## src/rtl/sqmul_pkg.sv

```systemverilog
package sqmul_pkg;

  typedef enum logic [1:0] {
    ST_IDLE = 2'd0,
    ST_MUL  = 2'd1,
    ST_SQR  = 2'd2,
    ST_FIN  = 2'd3
  } sqmul_state_e;

endpackage

```

## src/rtl/sqmul_classify.sv

```systemverilog
module sqmul_classify #(
  parameter int WIDTH = 16,
  parameter int EXP_W = 8
) (
  input  logic [WIDTH-1:0] base_i,
  input  logic [EXP_W-1:0] exp_i,
  input  logic             base_signed_i,
  input  logic             exp_signed_i,
  output logic             special_o,
  output logic [WIDTH-1:0] spec_val_o,
  output logic             invalid_o,
  output logic             negate_o,
  output logic [WIDTH-1:0] base_mag_o
);

  localparam logic [WIDTH-1:0] ONE_W  = {{(WIDTH-1){1'b0}}, 1'b1};
  localparam logic [WIDTH-1:0] ONES_W = {WIDTH{1'b1}};

  function automatic logic [WIDTH-1:0] twos_neg(input logic [WIDTH-1:0] v);
    return (~v) + ONE_W;
  endfunction

  logic base_neg, exp_neg, base_zero, exp_zero, base_one, base_mone, exp_odd;

  always_comb begin
    base_neg  = base_signed_i & base_i[WIDTH-1];
    exp_neg   = exp_signed_i & exp_i[EXP_W-1];
    base_zero = (base_i == '0);
    exp_zero  = (exp_i == '0);
    base_mone = base_neg && (base_i == ONES_W);
    base_one  = (base_i == ONE_W) && !base_mone;
    exp_odd   = exp_i[0];
  end

  always_comb begin
    special_o  = 1'b1;
    spec_val_o = '0;
    invalid_o  = 1'b0;
    if (base_zero && exp_neg) begin
      invalid_o  = 1'b1;
    end else if (exp_zero) begin
      spec_val_o = ONE_W;
    end else if (base_zero) begin
      spec_val_o = '0;
    end else if (exp_neg) begin
      if (base_one)       spec_val_o = ONE_W;
      else if (base_mone) spec_val_o = exp_odd ? ONES_W : ONE_W;
      else                spec_val_o = '0;
    end else begin
      special_o  = 1'b0;
    end
  end

  assign negate_o   = base_neg & exp_odd;
  assign base_mag_o = base_neg ? twos_neg(base_i) : base_i;

endmodule

```

## src/rtl/sqmul_mult.sv

```systemverilog
module sqmul_mult #(
  parameter int WIDTH = 16
) (
  input  logic             clk,
  input  logic             rst_n,
  input  logic [WIDTH-1:0] a_i,
  input  logic [WIDTH-1:0] b_i,
  output logic [WIDTH-1:0] p_o
);

  function automatic logic [WIDTH-1:0] mul_low(input logic [WIDTH-1:0] x,
                                               input logic [WIDTH-1:0] y);
    logic [WIDTH-1:0] r;
    r = x * y;
    return r;
  endfunction

  assign p_o = mul_low(a_i, b_i);

  // the truncated product of two odd operands stays odd
  a_r7_odd_product: assert property (@(posedge clk) disable iff (!rst_n)
    (a_i[0] && b_i[0]) |-> p_o[0]);

  // an operand of one passes the other through
  a_r7_unit_operand: assert property (@(posedge clk) disable iff (!rst_n)
    (a_i == {{(WIDTH-1){1'b0}}, 1'b1}) |-> (p_o == b_i));

endmodule

```

## src/rtl/sqmul_pow.sv

```systemverilog
module sqmul_pow
  import sqmul_pkg::*;
#(
  parameter int WIDTH = 16,
  parameter int EXP_W = 8
) (
  input  logic             clk,
  input  logic             rst_n,
  input  logic             start_i,
  input  logic [WIDTH-1:0] base_i,
  input  logic [EXP_W-1:0] exp_i,
  input  logic             base_signed_i,
  input  logic             exp_signed_i,
  output logic             busy_o,
  output logic             done_o,
  output logic [WIDTH-1:0] result_o,
  output logic             invalid_o
);

  localparam logic [WIDTH-1:0] ONE_W = {{(WIDTH-1){1'b0}}, 1'b1};

  function automatic logic [WIDTH-1:0] fix_sign(input logic [WIDTH-1:0] v,
                                                input logic neg);
    return neg ? ((~v) + ONE_W) : v;
  endfunction

  sqmul_state_e     state_q;
  logic [WIDTH-1:0] acc_q, pw_q, res_q;
  logic [EXP_W-1:0] e_q;
  logic             neg_q, inv_pend_q, inv_q, done_q;

  // decoded operand view, exposed for the assertions
  logic             cls_special, cls_invalid, cls_negate;
  logic [WIDTH-1:0] cls_val, cls_mag;

  sqmul_classify #(.WIDTH(WIDTH), .EXP_W(EXP_W)) u_classify (
    .base_i       (base_i),
    .exp_i        (exp_i),
    .base_signed_i(base_signed_i),
    .exp_signed_i (exp_signed_i),
    .special_o    (cls_special),
    .spec_val_o   (cls_val),
    .invalid_o    (cls_invalid),
    .negate_o     (cls_negate),
    .base_mag_o   (cls_mag)
  );

  // shared multiplier: accumulator step or squaring step
  logic [WIDTH-1:0] mul_a, prod;
  logic             accept, step_mul, step_sqr, last_bit;

  assign mul_a    = (state_q == ST_SQR) ? pw_q : acc_q;
  assign accept   = (state_q == ST_IDLE) && start_i;
  assign step_mul = (state_q == ST_MUL) && e_q[0];
  assign step_sqr = (state_q == ST_SQR);
  assign last_bit = ((e_q >> 1) == '0);

  sqmul_mult #(.WIDTH(WIDTH)) u_mult (
    .clk  (clk),
    .rst_n(rst_n),
    .a_i  (mul_a),
    .b_i  (pw_q),
    .p_o  (prod)
  );

  always_ff @(posedge clk or negedge rst_n) begin
    if (!rst_n) begin
      state_q    <= ST_IDLE;
      acc_q      <= '0;
      pw_q       <= '0;
      e_q        <= '0;
      neg_q      <= 1'b0;
      inv_pend_q <= 1'b0;
      res_q      <= '0;
      inv_q      <= 1'b0;
      done_q     <= 1'b0;
    end else begin
      done_q <= 1'b0;
      unique case (state_q)
        ST_IDLE: begin
          if (start_i) begin
            if (cls_special) begin
              acc_q      <= cls_val;
              neg_q      <= 1'b0;
              inv_pend_q <= cls_invalid;
              state_q    <= ST_FIN;
            end else begin
              acc_q      <= ONE_W;
              pw_q       <= cls_mag;
              e_q        <= exp_i;
              neg_q      <= cls_negate;
              inv_pend_q <= 1'b0;
              state_q    <= ST_MUL;
            end
          end
        end
        ST_MUL: begin
          if (step_mul) acc_q <= prod;
          state_q <= ST_SQR;
        end
        ST_SQR: begin
          pw_q    <= prod;
          e_q     <= e_q >> 1;
          state_q <= last_bit ? ST_FIN : ST_MUL;
        end
        ST_FIN: begin
          res_q   <= fix_sign(acc_q, neg_q);
          inv_q   <= inv_pend_q;
          done_q  <= 1'b1;
          state_q <= ST_IDLE;
        end
        default: state_q <= ST_IDLE;
      endcase
    end
  end

  assign busy_o    = (state_q != ST_IDLE);
  assign done_o    = done_q;
  assign result_o  = res_q;
  assign invalid_o = inv_q;

  // completion is a single-cycle pulse
  a_r9_done_pulse: assert property (@(posedge clk) disable iff (!rst_n)
    done_o |=> !done_o);

  // no completion while still busy
  a_r9_done_idle: assert property (@(posedge clk) disable iff (!rst_n)
    done_o |-> !busy_o);

  // outputs hold between completions
  a_r10_hold: assert property (@(posedge clk) disable iff (!rst_n)
    !done_o |-> ($stable(result_o) && $stable(invalid_o)));

  // an invalid result carries a zero value
  a_r2_invalid_zero: assert property (@(posedge clk) disable iff (!rst_n)
    invalid_o |-> (result_o == '0));

  // the invalid decode is always one of the resolved cases
  a_r2_invalid_special: assert property (@(posedge clk) disable iff (!rst_n)
    cls_invalid |-> cls_special);

  // a start during a run leaves the captured sign state untouched
  a_r12_busy_ignore: assert property (@(posedge clk) disable iff (!rst_n)
    (busy_o && start_i) |=> ($stable(neg_q) && $stable(inv_pend_q)));

  // an accepted resolved case completes on the following edge
  a_r11_special_fast: assert property (@(posedge clk) disable iff (!rst_n)
    (accept && cls_special) |=> (state_q == ST_FIN));

  // the squaring step always precedes a new multiply step
  a_r7_phase_order: assert property (@(posedge clk) disable iff (!rst_n)
    (step_sqr && !last_bit) |=> (state_q == ST_MUL));

endmodule

```

## config.mk

```make
export PLATFORM = sky130hd
export DESIGN_NAME = sqmul_pow
export DESIGN_NICKNAME = d
export VERILOG_FILES = /design/src/rtl/sqmul_pkg.sv /design/src/rtl/sqmul_classify.sv /design/src/rtl/sqmul_mult.sv /design/src/rtl/sqmul_pow.sv
export SDC_FILE = /design/constraint.sdc
export NUM_CORES = 1
export LEC_CHECK = 0
export BUFFER_PORTS_ARGS = -buffer_cell sky130_fd_sc_hd__buf_4
export CORE_ASPECT_RATIO = 0.6
export CORE_UTILIZATION = 40
export CTS_CLUSTER_DIAMETER = 200
export DETAILED_ROUTE_END_ITERATION = 6
export SETUP_SLACK_MARGIN = 0.15
export SLEW_MARGIN = 20
export SYNTH_ARGS = -nofsm -noshare
export SYNTH_HDL_FRONTEND = slang
export SYNTH_HIERARCHICAL = 1
export SYNTH_SLANG_ARGS = --single-unit
```

## constraint.sdc

```tcl
create_clock -name clk -period 5.89 [get_ports clk]
set_clock_uncertainty 0.1 [all_clocks]
set_input_delay 1.178 -clock clk [delete_from_list [all_inputs] [get_ports clk]]
set_output_delay 1.178 -clock clk [all_outputs]
set_load 0.01 [all_outputs]
```

### Word level (Yosys, flattened, before mapping)

Cells that the tools add are included.

* reductions and logical operators: 15
* $mul: 1
* eq/ne operators: 8
* $add $sub $neg: 2
* bitwise operators: 5
* mux-type cells: 32

Operators with widths (number)
* 16-bit two-way mux: 15
* 16-bit one-hot mux with 2 select lines: 2
* 16-bit by 1-bit adder with 16-bit output (second input constant): 2
* 16-bit inverter: 2
* 16-bit by 1-bit equality test with 1-bit output (second input constant): 1
* 16-bit equality test (second input constant): 1
* 16-bit zero test: 1
* 8-bit zero test: 2
* 16-bit by 16-bit multiplier with 16-bit output: 1
* 8-bit two-way mux: 2
* 8-bit one-hot mux with 2 select lines: 1
* 1-bit two-way mux: 8
* 2-bit one-hot mux with 4 select lines: 1
* 2-bit two-way mux: 3
* 2-bit != test (second input constant): 3
* 3-bit AND reduction: 2
* 2-bit nonzero test: 3
* 2-bit equality test (second input constant): 2
* 1-bit logical AND: 4
* 1-bit AND: 3
* 2-bit by 1-bit equality test with 1-bit output (second input constant): 1
* 2-bit zero test: 1
* 2-bit AND reduction: 1
* 1-bit zero test: 1

* word-level logic and storage cells: 72
* bits in registers: 62
* input bits: 29
* output and inout bits: 19

### Longest topological paths before layout

* depth in word-level cells: 12
* depth in mapped cells: 28
* mapped depth without buffers: 24

### Modules after synthesis

The synthesis kept the hierarchy.

Modules (own cells, without submodules)
* sqmul_mult: cells each 473, times used 1, sequential area each 0.0 um^2, area each 3981.3 um^2
* sqmul_pow: cells each 343, times used 1, sequential area each 1551.5 um^2, area each 3180.6 um^2
* sqmul_classify: cells each 87, times used 1, sequential area each 0.0 um^2, area each 605.6 um^2

### Least setup slack after synthesis

No wires, ideal clock.

* path type: register to register
* start: register state_q[1]
* end: register acc_q[14]
* arrival time: 6298 ps
* buffers on the path: 3
* setup slack: -590 ps
* data required time: 5708 ps
* cell stages (with the launch flop): 26
* clock period less this slack: 6480 ps
* setup time: 82 ps
* cells stage by stage: dfrtp_1 clkbuf_1 nor2b_1 clkbuf_1 buf_2 mux2_1 and2_2 fa_1 inv_1 fa_1 inv_1 fa_1 inv_1 fa_1 inv_1 fa_1 inv_1 fa_1 inv_1 ha_1 and4_1 a31oi_1 a311oi_1 xor2_1 nand2_1 a31oi_1

* word-level cells in the longest chain between the ends: 5
* elaborated cells between the ends (all ways): 12
* classes of those cells: 1 x mul; 4 x eq/ne; 3 x mux; 4 x reduce/logical

RTL lines
* from (decl): line sqmul_pow.sv:27 `sqmul_state_e state_q;`
* from (signal assigned): line sqmul_pow.sv:104 `state_q <= last_bit ? ST_FIN : ST_MUL;`
* 2-bit equality test: line sqmul_pow.sv:52 `assign mul_a = (state_q == ST_SQR) ? pw_q : acc_q;`
* 16-bit two-way mux: line sqmul_pow.sv:52
* net mul_a[7]: line sqmul_pow.sv:49 `logic [WIDTH-1:0] mul_a, prod;`
* 16-bit by 16-bit multiplier with 16-bit output: line sqmul_mult.sv:14 `r = x * y;`
* net prod[14]: line sqmul_pow.sv:49
* 16-bit two-way mux: line sqmul_pow.sv:98 `if (step_mul) acc_q <= prod;`
* 16-bit one-hot mux with 2 select lines: line sqmul_pow.sv:79 `unique case (state_q)`
* to (signal assigned): line sqmul_pow.sv:83 `acc_q <= cls_val;`
* to (signal assigned): line sqmul_pow.sv:98
* to (decl): line sqmul_pow.sv:28 `logic [WIDTH-1:0] acc_q, pw_q, res_q;`

The timed path passes the listed nets, and every way through them passes these cells. The select of a mux whose other input is x is not followed.
A chain may end at the register's enable or synchronous reset.

### Worst setup path in the final report

* start: register state_q[0]
* end: register acc_q[14]

The elaborated chain is that of the path after synthesis.

==> run summary <==
Final-report max-slew violation count: 0
Inserted Clock Buffers: 9
Share of flip-flops with an asynchronous set or reset after synthesis: 1.00
Gr usage total: 0.242
Starting density of the core: 0.408
Antenna violations before repair: 0
Outcome: complete, but fails checks
Synthesis-stage register bit count: 62
Syn Std Cell Area: 7770 µm²
Area of the core: 19,000 µm²
Total grt overflow: 0
Sort of element at the end of the critical path: register
Most frequent standard cell in the layout excluding fill and tap cells: sky130_fd_sc_hd__nand2_1
Final critical-path setup slack: -103 ps
Post-detailed-route via-to-cell ratio: 5.16
Maxcap violations: 0
Detail Placement HPWL: 17,800 µm
DRC violations left: 0
Shortest clock period the worst path allows after layout: 5990 ps
Clock-pin slew reported for the worst setup and hold paths after clock tree synthesis: 50 ps
Detailed Route Iter0 Violations: 526
Critical path startpoint category: register
Htree depth: 3
Highest-count cells in the layout ignoring fill and taps: sky130_fd_sc_hd__nand2_1 (139), sky130_fd_sc_hd__inv_1 (117), sky130_fd_sc_hd__buf_4 (116), sky130_fd_sc_hd__fa_1 (75), sky130_fd_sc_hd__dfrtp_1 (62)
Dpl ws: -234 ps
Maximum number of pins on one net before global-route repair: 63
Cell count after synthesis: 903
Average cell area after synthesis: 8.60 µm²
Required time at the endpoint of the critical path: 6040 ps
Antenna fix cells: 0
Floorplan die height: 110 µm
Fmax: 167 MHz
Clk_lat worst skew: 330 ps
Count of input and output buffers: 47
Global placer's final weighted congestion: 0.859
IO Pins: 48
CTS Root Buffer Type: sky130_fd_sc_hd__clkbuf_16
Worst Hold Depth: 2
Total vias in the final route: 6,381
Crit path max fanout: 7
Number of core rows: 39
CTS tree: done
Critical Path AT: 6140 ps
Number of enable-type register cells in the synthesized netlist: 0
Final ANT Viol Nets: 0
Number of iterations in the first detailed-routing pass: 5
WS Path Type: register to register
Number of global-route vias before repair: 6,314
Width of the die: 182 µm
Area overhead of the layout relative to synthesis: 22.5%
Area enclosed by the die boundary: 20,000 µm²
Detailed-route wire length per cell: 18.2 µm
Actual transition at the worst max-transition pin: 1060 ps
Most frequently used flop master after synthesis: sky130_fd_sc_hd__dfrtp_1
Worst-case headroom to the max-slew limit: 0.290
Hold crit path type: register to register
Setup repair after global routing missed its margin: yes
Number of cells traversed by the worst register-to-register path: 23
Violated checks: setup timing
Number of nets in the synthesized netlist: 1,065
Yosys Warn Count: 6
Sequential cell area fraction in the yosys report: 0.200
Layout cell share with drive strength beyond 1: 0.240
Final worst-path cycle share: 1.02
Clock Sinks: 62
First-pass GRT wire length: 36,200 µm
Number of endpoints with negative hold slack in the final report: 0
Count of cell types in the netlist: 53
Layout Nets: 1,148
Wire length reported by the detailed router: 22,500 µm
CTS max path bufs: 2
Number of setup violations in the final report: 7
-- per-stage QoR --
step	hold WS (ps)	util	std cells	setup TNS [ps]	cell area (µm²)
6_report	385	0.500	1237	-413	9510
5_1_grt	415	0.500	1237	-2040	9510
4_1_cts	392	0.492	1235	-469	9370
3_5_place_dp	380	0.461	1207	-2010	8780
3_3_place_gp	373	0.461	1207	-2090	8780
2_1_floorplan	348	-	903	-193	7880
-- final timing paths --
| check | to | start | slack [ps] |
|---|---|---|---|
| min in group asynchronous | result_o[9] | rst_n | 840 |
| min reg2reg | e_q[0] | e_q[0] | 380 |
| max | acc_q[14] | state_q[0] | -100 |
| max reg2reg | acc_q[14] | state_q[0] | -100 |
| max in group asynchronous | state_q[0] | rst_n | 4290 |
| min | e_q[0] | e_q[0] | 380 |
-- logic make-up (layout without fill, tap and decap cells) --
family,count (synthesis),count (layout),synth area share
mux,41,41,0.0554
fa+ha+maj,133,133,0.292
xor+xnor,65,65,0.0780
simple gates,303,303,0.192
compound gates,114,114,0.0857
flops,62,62,0.200
buf+inv,185,273,0.0979
-- flip-flops by register name, indices dropped and copies added (netlist names), 2 cells and up --
name / flops
result_o: 16
acc_q: 16
state_q: 2
e_q: 8
pw_q: 16
-- synth_stat cells (4+ instances only) --
| cell | n | area share |
|---|---|---|
| sky130_fd_sc_hd__nand2_1 | 142 | 0.069 |
| sky130_fd_sc_hd__inv_1 | 129 | 0.062 |
| sky130_fd_sc_hd__fa_1 | 80 | 0.21 |
| sky130_fd_sc_hd__dfrtp_1 | 62 | 0.20 |
| sky130_fd_sc_hd__and2_1 | 59 | 0.048 |
| sky130_fd_sc_hd__ha_1 | 53 | 0.085 |
| sky130_fd_sc_hd__o21ai_1 | 51 | 0.033 |
| sky130_fd_sc_hd__clkbuf_1 | 33 | 0.016 |
| sky130_fd_sc_hd__nor2_1 | 32 | 0.015 |
| sky130_fd_sc_hd__xor2_1 | 32 | 0.036 |
| sky130_fd_sc_hd__xnor2_1 | 29 | 0.033 |
| sky130_fd_sc_hd__mux2i_1 | 25 | 0.032 |
| sky130_fd_sc_hd__a31oi_1 | 23 | 0.019 |
| sky130_fd_sc_hd__nand3_1 | 18 | 0.012 |
| sky130_fd_sc_hd__buf_4 | 15 | 0.014 |
| sky130_fd_sc_hd__a21oi_1 | 13 | 0.0084 |
| sky130_fd_sc_hd__mux2_1 | 13 | 0.019 |
| sky130_fd_sc_hd__buf_2 | 8 | 0.0052 |
| sky130_fd_sc_hd__nor3_1 | 8 | 0.0052 |
| sky130_fd_sc_hd__nor4_1 | 8 | 0.0064 |
| sky130_fd_sc_hd__and2_2 | 5 | 0.0048 |
| sky130_fd_sc_hd__nand2b_1 | 5 | 0.0040 |
| sky130_fd_sc_hd__o21ai_0 | 5 | 0.0032 |
| sky130_fd_sc_hd__nand4_1 | 4 | 0.0032 |
| sky130_fd_sc_hd__o41ai_1 | 4 | 0.0045 |
-- worst max-delay path: stages (launching register included) --
cell and delay [ps]:
sky130_fd_sc_hd__dfrtp_1 400, sky130_fd_sc_hd__nor2b_4 140, sky130_fd_sc_hd__buf_12 140, sky130_fd_sc_hd__buf_8 120, sky130_fd_sc_hd__mux2_4 340, sky130_fd_sc_hd__nand2_2 80
sky130_fd_sc_hd__fa_1 460, sky130_fd_sc_hd__fa_1 550, sky130_fd_sc_hd__inv_1 50, sky130_fd_sc_hd__fa_1 470, sky130_fd_sc_hd__inv_1 50, sky130_fd_sc_hd__fa_1 490
sky130_fd_sc_hd__inv_2 50, sky130_fd_sc_hd__fa_1 500, sky130_fd_sc_hd__inv_2 50, sky130_fd_sc_hd__fa_1 500, sky130_fd_sc_hd__inv_2 50, sky130_fd_sc_hd__ha_4 280
sky130_fd_sc_hd__and4_1 180, sky130_fd_sc_hd__a31oi_2 110, sky130_fd_sc_hd__a311oi_2 310, sky130_fd_sc_hd__xor2_1 230, sky130_fd_sc_hd__nand2_1 70, sky130_fd_sc_hd__a31oi_1 190
-- what timing repair did --
item                                   CTS  global route
pin swaps                               42            17
setup endpoints to repair               14            14
setup buffers                           12             1
hold buffers                             0             0
gates resized for setup                 51            22
endpoints found under the hold margin    0             0
-- routing by layer --
layer / track usage / share of wire
met5: 0 / 0
met4: 0.0228 / 0.0024
met3: 0.0619 / 0.083
met2: 0.312 / 0.37
met1: 0.397 / 0.55
-- final cells by class --
| class | count | area [µm²] |
|---|---|---|
| Clock buffer | 12 | 246 |
| Clock inverter | 4 | 70.1 |
| Fill cell | 1846 | 9520 |
| Inverter | 129 | 484 |
| Multi-Input combinational cell | 656 | 5780 |
| Sequential cell | 62 | 1550 |
| Tap cell | 246 | 308 |
| Timing Repair Buffer | 128 | 1070 |
Power is not shown: default switching activity piles up to over one toggle a cycle in this logic, so the estimate is an artifact.
